===== src/rtl/uart_regctl_pkg.sv =====
package uart_regctl_pkg;

  localparam int DATA_W = 8;
  localparam int WIN_W  = 6;
  localparam int ERR_N  = 4;

  localparam logic [WIN_W-1:0] OFF_MODE  = 6'h00;
  localparam logic [WIN_W-1:0] OFF_STAT  = 6'h04;
  localparam logic [WIN_W-1:0] OFF_CMD   = 6'h08;
  localparam logic [WIN_W-1:0] OFF_TXB   = 6'h0C;
  localparam logic [WIN_W-1:0] OFF_MASK  = 6'h10;
  localparam logic [WIN_W-1:0] OFF_ISTAT = 6'h14;

  // status and interrupt status bit positions
  localparam int ST_RXRDY = 0;
  localparam int ST_FULL  = 1;
  localparam int ST_TXRDY = 2;
  localparam int ST_TXEMP = 3;
  localparam int ST_ERR0  = 4;
  localparam int IS_TX    = 0;
  localparam int IS_RX    = 1;
  localparam int IS_DBRK  = 2;
  localparam int MODE_RXSEL = 6;

  typedef enum logic [2:0] {
    MISC_NOP      = 3'd0,
    MISC_PTR_RST  = 3'd1,
    MISC_RX_RST   = 3'd2,
    MISC_TX_RST   = 3'd3,
    MISC_ERR_RST  = 3'd4,
    MISC_DBRK_CLR = 3'd5,
    MISC_BRK_ON   = 3'd6,
    MISC_BRK_OFF  = 3'd7
  } misc_e;

  typedef enum logic [1:0] {
    EN_KEEP = 2'd0,
    EN_ON   = 2'd1,
    EN_OFF  = 2'd2,
    EN_RSVD = 2'd3
  } en_e;

  typedef struct packed {
    logic ptr_rst;
    logic rx_rst;
    logic tx_rst;
    logic err_rst;
    logic dbrk_clr;
    logic brk_on;
    logic brk_off;
    logic tx_on;
    logic tx_off;
    logic rx_on;
    logic rx_off;
  } cmd_act_t;

  typedef struct packed {
    logic mode;
    logic stat;
    logic mask;
    logic istat;
  } rd_sel_t;

  typedef struct packed {
    logic mode;
    logic cmd;
    logic txb;
    logic mask;
  } wr_sel_t;

endpackage


===== src/rtl/uart_regctl_rstsync.sv =====
module uart_regctl_rstsync #(
  parameter int STAGES = 2
) (
  input  logic clk_i,
  input  logic rst_ni,
  output logic rst_sync_no
);
  logic [STAGES-1:0] sync_q;
  logic [STAGES-1:0] sync_n;

  always_comb begin
    sync_n = {sync_q[STAGES-2:0], 1'b1};
  end

  always_ff @(posedge clk_i or negedge rst_ni) begin
    if (!rst_ni) sync_q <= '0;
    else         sync_q <= sync_n;
  end

  assign rst_sync_no = sync_q[STAGES-1];
endmodule


===== src/rtl/uart_regctl_decode.sv =====
module uart_regctl_decode
  import uart_regctl_pkg::*;
(
  input  logic             valid_i,
  input  logic             write_i,
  input  logic [WIN_W-1:0] addr_i,
  output rd_sel_t          rd_sel_o,
  output wr_sel_t          wr_sel_o
);
  logic rd_go;
  logic wr_go;

  always_comb begin
    rd_go    = valid_i & ~write_i;
    wr_go    = valid_i &  write_i;
    rd_sel_o = '0;
    wr_sel_o = '0;
    case (addr_i)
      OFF_MODE: begin
        rd_sel_o.mode = rd_go;
        wr_sel_o.mode = wr_go;
      end
      OFF_STAT:  rd_sel_o.stat  = rd_go;
      OFF_CMD:   wr_sel_o.cmd   = wr_go;
      OFF_TXB:   wr_sel_o.txb   = wr_go;
      OFF_MASK: begin
        rd_sel_o.mask = rd_go;
        wr_sel_o.mask = wr_go;
      end
      OFF_ISTAT: rd_sel_o.istat = rd_go;
      default: ;
    endcase
  end
endmodule


===== src/rtl/uart_regctl_cmd.sv =====
module uart_regctl_cmd
  import uart_regctl_pkg::*;
(
  input  logic     we_i,
  input  logic [6:0] cmd_i,
  output cmd_act_t act_o
);
  misc_e misc;
  en_e   txf;
  en_e   rxf;

  always_comb begin
    misc  = misc_e'(cmd_i[6:4]);
    txf   = en_e'(cmd_i[3:2]);
    rxf   = en_e'(cmd_i[1:0]);
    act_o = '0;
    if (we_i) begin
      case (misc)
        MISC_PTR_RST:  act_o.ptr_rst  = 1'b1;
        MISC_RX_RST:   act_o.rx_rst   = 1'b1;
        MISC_TX_RST:   act_o.tx_rst   = 1'b1;
        MISC_ERR_RST:  act_o.err_rst  = 1'b1;
        MISC_DBRK_CLR: act_o.dbrk_clr = 1'b1;
        MISC_BRK_ON:   act_o.brk_on   = 1'b1;
        MISC_BRK_OFF:  act_o.brk_off  = 1'b1;
        default: ;
      endcase
      act_o.tx_on  = (txf == EN_ON);
      act_o.tx_off = (txf == EN_OFF);
      act_o.rx_on  = (rxf == EN_ON);
      act_o.rx_off = (rxf == EN_OFF);
    end
  end
endmodule


===== src/rtl/uart_regctl_txbuf.sv =====
module uart_regctl_txbuf #(
  parameter int DW = 8
) (
  input  logic          clk_i,
  input  logic          rst_ni,
  input  logic          load_i,
  input  logic [DW-1:0] load_data_i,
  input  logic          en_on_i,
  input  logic          en_off_i,
  input  logic          flush_i,
  input  logic          ready_i,
  output logic          valid_o,
  output logic [DW-1:0] data_o,
  output logic          empty_o,
  output logic          en_o
);
  logic          en_q, en_n;
  logic          empty_q, empty_n;
  logic [DW-1:0] data_q;
  logic          take;

  always_comb begin
    take    = en_q & ~empty_q & ready_i;
    empty_n = empty_q;
    if (take)    empty_n = 1'b1;
    if (load_i)  empty_n = 1'b0;
    if (flush_i) empty_n = 1'b1;
    en_n = en_q;
    if (flush_i)  en_n = 1'b0;
    if (en_on_i)  en_n = 1'b1;
    if (en_off_i) en_n = 1'b0;
  end

  always_ff @(posedge clk_i or negedge rst_ni) begin
    if (!rst_ni) begin
      en_q    <= 1'b0;
      empty_q <= 1'b1;
    end else begin
      en_q    <= en_n;
      empty_q <= empty_n;
    end
  end

  always_ff @(posedge clk_i or negedge rst_ni) begin
    if (!rst_ni)     data_q <= '0;
    else if (load_i) data_q <= load_data_i;
  end

  assign valid_o = en_q & ~empty_q;
  assign data_o  = data_q;
  assign empty_o = empty_q;
  assign en_o    = en_q;
endmodule


===== src/rtl/uart_regctl_irq.sv =====
module uart_regctl_irq
  import uart_regctl_pkg::*;
(
  input  logic              clk_i,
  input  logic              rst_ni,
  input  logic              txrdy_i,
  input  logic              rxrdy_i,
  input  logic              full_i,
  input  logic              rx_on_full_i,
  input  logic              dbrk_set_i,
  input  logic              dbrk_clr_i,
  input  logic              mask_we_i,
  input  logic [DATA_W-1:0] mask_wdata_i,
  output logic [DATA_W-1:0] isr_o,
  output logic [DATA_W-1:0] imr_o,
  output logic              irq_o
);
  logic              dbrk_q, dbrk_n;
  logic [DATA_W-1:0] imr_q;

  always_comb begin
    dbrk_n = dbrk_q;
    if (dbrk_clr_i) dbrk_n = 1'b0;
    if (dbrk_set_i) dbrk_n = 1'b1;
  end

  always_ff @(posedge clk_i or negedge rst_ni) begin
    if (!rst_ni) dbrk_q <= 1'b0;
    else         dbrk_q <= dbrk_n;
  end

  always_ff @(posedge clk_i or negedge rst_ni) begin
    if (!rst_ni)        imr_q <= '0;
    else if (mask_we_i) imr_q <= mask_wdata_i;
  end

  always_comb begin
    isr_o          = '0;
    isr_o[IS_TX]   = txrdy_i;
    isr_o[IS_RX]   = rx_on_full_i ? full_i : rxrdy_i;
    isr_o[IS_DBRK] = dbrk_q;
  end

  assign imr_o = imr_q;
  assign irq_o = |(isr_o & imr_q);
endmodule


===== src/rtl/uart_regctl.sv =====
module uart_regctl
  import uart_regctl_pkg::*;
(
  input  logic              clk_i,
  input  logic              rst_ni,
  input  logic              bus_valid_i,
  input  logic              bus_write_i,
  input  logic [WIN_W-1:0]  bus_addr_i,
  input  logic [DATA_W-1:0] bus_wdata_i,
  output logic [DATA_W-1:0] bus_rdata_o,
  output logic              tx_valid_o,
  input  logic              tx_ready_i,
  output logic [DATA_W-1:0] tx_data_o,
  input  logic              rx_avail_i,
  input  logic              rx_full_i,
  input  logic [ERR_N-1:0]  rx_err_i,
  input  logic              brk_change_i,
  output logic              rx_enable_o,
  output logic              rx_flush_o,
  output logic              tx_break_o,
  output logic              irq_o
);
  logic              rst_sync_n;
  rd_sel_t           rd_sel;
  wr_sel_t           wr_sel;
  cmd_act_t          act;
  logic              tx_empty;
  logic              tx_en;
  logic [DATA_W-1:0] isr;
  logic [DATA_W-1:0] imr_q;
  logic [DATA_W-1:0] status;

  logic              mr_ptr_q, mr_ptr_n;
  logic [DATA_W-1:0] mr1_q, mr2_q;
  logic              rx_en_q, rx_en_n;
  logic              flush_q, flush_n;
  logic              brk_q, brk_n;
  logic [ERR_N-1:0]  err_q;

  uart_regctl_rstsync #(.STAGES(2)) u_rst (
    .clk_i(clk_i), .rst_ni(rst_ni), .rst_sync_no(rst_sync_n)
  );

  uart_regctl_decode u_dec (
    .valid_i(bus_valid_i), .write_i(bus_write_i), .addr_i(bus_addr_i),
    .rd_sel_o(rd_sel), .wr_sel_o(wr_sel)
  );

  uart_regctl_cmd u_cmd (
    .we_i(wr_sel.cmd), .cmd_i(bus_wdata_i[6:0]), .act_o(act)
  );

  uart_regctl_txbuf #(.DW(DATA_W)) u_txb (
    .clk_i(clk_i), .rst_ni(rst_sync_n),
    .load_i(wr_sel.txb), .load_data_i(bus_wdata_i),
    .en_on_i(act.tx_on), .en_off_i(act.tx_off), .flush_i(act.tx_rst),
    .ready_i(tx_ready_i), .valid_o(tx_valid_o), .data_o(tx_data_o),
    .empty_o(tx_empty), .en_o(tx_en)
  );

  uart_regctl_irq u_irq (
    .clk_i(clk_i), .rst_ni(rst_sync_n),
    .txrdy_i(status[ST_TXRDY]), .rxrdy_i(status[ST_RXRDY]),
    .full_i(status[ST_FULL]), .rx_on_full_i(mr1_q[MODE_RXSEL]),
    .dbrk_set_i(brk_change_i), .dbrk_clr_i(act.dbrk_clr),
    .mask_we_i(wr_sel.mask), .mask_wdata_i(bus_wdata_i),
    .isr_o(isr), .imr_o(imr_q), .irq_o(irq_o)
  );

  // mode register pointer and storage
  always_comb begin
    mr_ptr_n = mr_ptr_q;
    if (rd_sel.mode || wr_sel.mode) mr_ptr_n = 1'b1;
    if (act.ptr_rst)                mr_ptr_n = 1'b0;
  end

  always_ff @(posedge clk_i or negedge rst_sync_n) begin
    if (!rst_sync_n) mr_ptr_q <= 1'b0;
    else             mr_ptr_q <= mr_ptr_n;
  end

  always_ff @(posedge clk_i or negedge rst_sync_n) begin
    if (!rst_sync_n)                  mr1_q <= '0;
    else if (wr_sel.mode && !mr_ptr_q) mr1_q <= bus_wdata_i;
  end

  always_ff @(posedge clk_i or negedge rst_sync_n) begin
    if (!rst_sync_n)                 mr2_q <= '0;
    else if (wr_sel.mode && mr_ptr_q) mr2_q <= bus_wdata_i;
  end

  // receiver control and line break
  always_comb begin
    rx_en_n = rx_en_q;
    if (act.rx_rst) rx_en_n = 1'b0;
    if (act.rx_on)  rx_en_n = 1'b1;
    if (act.rx_off) rx_en_n = 1'b0;
    flush_n = act.rx_rst;
    brk_n   = brk_q;
    if (act.brk_on)  brk_n = 1'b1;
    if (act.brk_off) brk_n = 1'b0;
  end

  always_ff @(posedge clk_i or negedge rst_sync_n) begin
    if (!rst_sync_n) begin
      rx_en_q <= 1'b0;
      flush_q <= 1'b0;
      brk_q   <= 1'b0;
    end else begin
      rx_en_q <= rx_en_n;
      flush_q <= flush_n;
      brk_q   <= brk_n;
    end
  end

  // sticky receive error flags, one cell per source
  for (genvar g = 0; g < ERR_N; g++) begin : g_err
    logic cell_n;
    always_comb begin
      cell_n = err_q[g];
      if (act.err_rst) cell_n = 1'b0;
      if (rx_err_i[g]) cell_n = 1'b1;
    end
    always_ff @(posedge clk_i or negedge rst_sync_n) begin
      if (!rst_sync_n) err_q[g] <= 1'b0;
      else             err_q[g] <= cell_n;
    end
  end

  // status byte and read mux
  always_comb begin
    status                          = '0;
    status[ST_RXRDY]                = rx_avail_i;
    status[ST_FULL]                 = rx_full_i;
    status[ST_TXRDY]                = tx_en & tx_empty;
    status[ST_TXEMP]                = tx_empty;
    status[ST_ERR0 +: ERR_N]        = err_q;
  end

  always_comb begin
    bus_rdata_o = '0;
    if (rd_sel.mode)  bus_rdata_o = mr_ptr_q ? mr2_q : mr1_q;
    if (rd_sel.stat)  bus_rdata_o = status;
    if (rd_sel.mask)  bus_rdata_o = imr_q;
    if (rd_sel.istat) bus_rdata_o = isr;
  end

  assign rx_enable_o = rx_en_q;
  assign rx_flush_o  = flush_q;
  assign tx_break_o  = brk_q;
endmodule


===== config.mk =====
export PLATFORM = sky130hd
export DESIGN_NAME = uart_regctl
export DESIGN_NICKNAME = d
export VERILOG_FILES = /design/src/rtl/uart_regctl_pkg.sv /design/src/rtl/uart_regctl_rstsync.sv /design/src/rtl/uart_regctl_decode.sv /design/src/rtl/uart_regctl_cmd.sv /design/src/rtl/uart_regctl_txbuf.sv /design/src/rtl/uart_regctl_irq.sv /design/src/rtl/uart_regctl.sv
export SDC_FILE = /design/constraint.sdc
export NUM_CORES = 1
export LEC_CHECK = 0
export BUFFER_PORTS_ARGS = -buffer_cell sky130_fd_sc_hd__buf_4
export CAP_MARGIN = 0
export CELL_PAD_IN_SITES_DETAIL_PLACEMENT = 1
export CELL_PAD_IN_SITES_GLOBAL_PLACEMENT = 1
export CORE_MARGIN = 2
export CORE_UTILIZATION = 48
export CTS_BUF_LIST = sky130_fd_sc_hd__clkbuf_8
export DETAILED_ROUTE_END_ITERATION = 10
export MAX_ROUTING_LAYER = met4
export PLACE_DENSITY = 0.95
export SLEW_MARGIN = 0
export SYNTH_ARGS = -nofsm -noshare
export SYNTH_HDL_FRONTEND = slang
export SYNTH_SLANG_ARGS = --single-unit

===== constraint.sdc =====
create_clock -name clk_i -period 3.65 [get_ports clk_i]
set_input_delay 0.5475 -clock clk_i [delete_from_list [all_inputs] [get_ports clk_i]]
set_output_delay 0.5475 -clock clk_i [all_outputs]
set_load 0.005 [all_outputs]

==> impl_metrics.py <==
metrics = {
    "outcome": {
        "status": "finished clean",
    },
    "placement": {
        "port_buffers": 46,
        "gp_congestion": 0.829,
        "hpwl_um": 4410,
        "placedCellCount": 268,
        "preCtsSetupSlack_ns": 1.09,
    },
    "layout": {
        "drive_gt1_share_pct": 42.9,
        "mostFrequentLayoutCells": "buf_4 (47), dfrtp_1 (44), mux2_2 (33), mux2i_1 (8), nor2_1 (7)",
        "register_area_um2": 1130,
        "fill_cells": 462,
        "layout_commonest_cell": "buf_4",
        "diodes": 0,
        "final_cells": 276,
        "areaGrowthSynthToFinish_pct": 20.6,
        "multi_input_area_um2": 1030,
        "layout.nets": 249,
        "final_util_pct": 60.6,
    },
    "drt": {
        "drt-initial-drc-count": 74,
        "wl_per_cell_um": 21.5,
        "via_count": 1668,
        "firstDrtPassIters": 4,
        "via_per_inst": 6.04,
        "detail-route-antenna-nets": 0,
        "wl_um": 5950,
        "drc": 0,
    },
    "timing": {
        "setup_viol": 0,
        "relSlewSlack_pct": 43.4,
        "slew_violations": 0,
        "fin_tns_setup_ns": 0,
        "hold_violations": 0,
        "rsz0062_at_grt": "no",
        "hold-worst-slack_ns": 0.0140,
        "tightest_slew_ns": 0.838,
        "clock_skew_ns": 0.00555,
        "max_freq_ghz": 0.388,
        "setup_ws_ns": 1.07,
        "finalCritPeriodShare_pct": 70.6,
        "period_needed_ns": 2.58,
    },
    "clock_network": {
        "clock_latency_ns": 0.30,
        "cts_resized": 0,
        "cts_setup_buffers": 0,
        "cts_buffers": 5,
        "ctsHoldBuffers": 0,
        "clock_sinks": 45,
        "clkSlewWorstSetupHoldPaths_ns": 0.08,
        "cts_tree": "built",
        "clock-root-buffer": "clkbuf_8",
        "h-tree-depth": 2,
        "clock_path_buffers": 2,
    },
    "floorplan": {
        "row_count": 24,
        "die_area_um2": 5180,
        "core_area_um2": 4410,
        "start_util_pct": 50.3,
        "io_pins": 47,
        "die_h_um": 72,
        "die_w_um": 72,
    },
    "worst_setup_path": {
        "path_cells": "buf_4 > or4_1 > nor3_4 > a221o_1 > buf_4",
        "cp_max_fo": 8,
        "crit_top_cell": "buf_4",
        "cp-end-kind": "primary output",
        "required_ns": 3.10,
        "worstSetupStartpointType": "input port",
        "slowest_stage": "or4_1",
        "worst_ep_arrival_time_ns": 2.03,
        "path_class": "input port to primary output",
        "max_stage_delay_ns": 0.71,
    },
    "yosys": {
        "ys_types": 42,
        "synth_edf_count": 0,
        "ys_warn_count": 0,
        "synth_area_um2": 2220,
        "synth_top_area_share_pct": 49.6,
        "async_reset_ff_share_pct": 100,
        "yosysTopAreaCell": "dfrtp_1",
        "ys_ff_latch": 45,
        "syn-num-nets": 204,
        "synth_area_per_cell_um2": 12.5,
        "netlist_instances": 178,
        "yosys-top-cells-area": "dfrtp_1 (50%), mux2_2 (17%), mux2i_1 (3.6%), a221o_1 (2.3%), a21o_1 (2.0%)",
        "synthFlopType": "dfrtp_1",
        "ys_seq_area_share_pct": 50.8,
    },
    "power": {
        "clockPowerShare_pct": 30.4,
        "p_seq_share_pct": 56.2,
        "internal_power_mw": 0.726,
        "share_comb_of_total_power_pct": 13.5,
        "p_leak_nw": 1.24,
        "p_switching_mw": 0.259,
        "power_density_nw_per_um2": 368,
        "vdd_drop_max_v": 0.000193,
        "netSwitchingFraction_pct": 26.3,
    },
    "worst_hold_path": {
        "min_path_type": "input port to asynchronous set/reset pin",
    },
    "global_route": {
        "grt_pass1_vias": 1842,
        "grt_pass1_wl_um": 9820,
        "antenna_found_initial": 0,
        "grt_usage_pct": 26.1,
        "grt-ovfl-total": 0,
        "grt_max_degree": 41,
    },
    "job": {
        "max_cap_viol_count": 0,
    },
}
sequential cells by signal, indices dropped and copies added, names as in the netlist:
register	cells
err_q	4
mr_ptr_q	1
mr1_q	8
rx_flush_o	1
rx_enable_o	1
u_txb.data_o	8
u_txb.en_o	1
u_irq.dbrk_q	1
tx_break_o	1
u_irq.imr_o	8
u_txb.empty_o	1
u_rst.sync_q	2
mr2_q	8
cell families (layout without fill, tap and decap cells):
| logic type | count (synthesis) | count (layout) | share of synthesized area, % |
|---|---|---|---|
| buf+inv | 13 | 59 | 2.71 |
| other cells | 1 | 1 | 0.169 |
| flops | 45 | 45 | 50.8 |
| compound gates | 30 | 30 | 10.0 |
| simple gates | 48 | 48 | 16.0 |
| mux | 41 | 41 | 20.3 |
cell type report:
cell class	instances	area share (%)
Multi-Input combinational cell	120	38.6
Clock inverter	3	0.561
Sequential cell	45	42.1
Inverter	4	0.561
Clock buffer	5	2.57
Timing Repair Buffer	47	13.2
Tap cell	52	2.43
final timing paths:
path | from | endpoint | slack [ns] | cells after the start
worst max-delay path | bus_write_i | bus_rdata_o[3] | 1.07 | 5
worst min-delay path | rst_ni | u_rst.sync_q[0] | 0.01 | 1
worst max register to register | mr_ptr_q | mr2_q[4] | 1.90 | 2
worst min register to register | u_rst.sync_q[1] | u_txb.data_o[3] | 0.05 | 0
max in group asynchronous | u_rst.sync_q[1] | u_txb.empty_o | 2.85 | 1
min in group clk_i | u_rst.sync_q[0] | u_rst.sync_q[1] | 0.37 | 0
cell usage after synthesis, types with 3 or more instances:
master    instances
a21oi_1           4
nand3b_1          4
inv_1             4
nor3b_1           4
mux2i_1           8
o21ai_0           3
clkbuf_1          5
mux2_2           33
a21o_1            6
nand2b_1          3
nand2_1           3
o211ai_1          4
nor2_1            7
dfrtp_1          44
a221o_1           5
nor3_1            5
nand3_1           5
power groups by stage:
| stage | clock network (mW) | registers [mW] | logic [mW] |
|---|---|---|---|
| 6_report | 0.299 | 0.553 | 0.133 |
| 3_3_place_gp | 0 | 0.559 | 0.126 |
| 5_1_grt | 0.323 | 0.557 | 0.145 |
| 4_1_cts | 0.304 | 0.553 | 0.134 |
| 3_5_place_dp | 0 | 0.563 | 0.133 |
| 2_1_floorplan | 0 | 0.555 | 0.0714 |
critical path: cells and delay by family:
kind / cells / cell delay [ns]
buffers and inverters: 2 / 0.24
AND/OR/NAND/NOR: 2 / 1.04
AO/OA/AOI/OAI: 1 / 0.20
metal layers:
layer  share of wire, %  global-route usage, %  up-vias
li1                   -                      -      753
met1                 42                   34.1      852
met2                 51                   40.7       53
met3                5.2                   4.72       10
met4                1.7                   10.3        0
met5                  0                      -        -
through the flow:
step / total power, mW / cell area, µm²
after floorplan: 0.626 / 2220
after global placement: 0.685 / 2590
after detailed placement: 0.696 / 2590
after CTS: 0.991 / 2680
after global routing: 1.02 / 2680
final: 0.984 / 2680
Power figures use the tool's default switching activity.
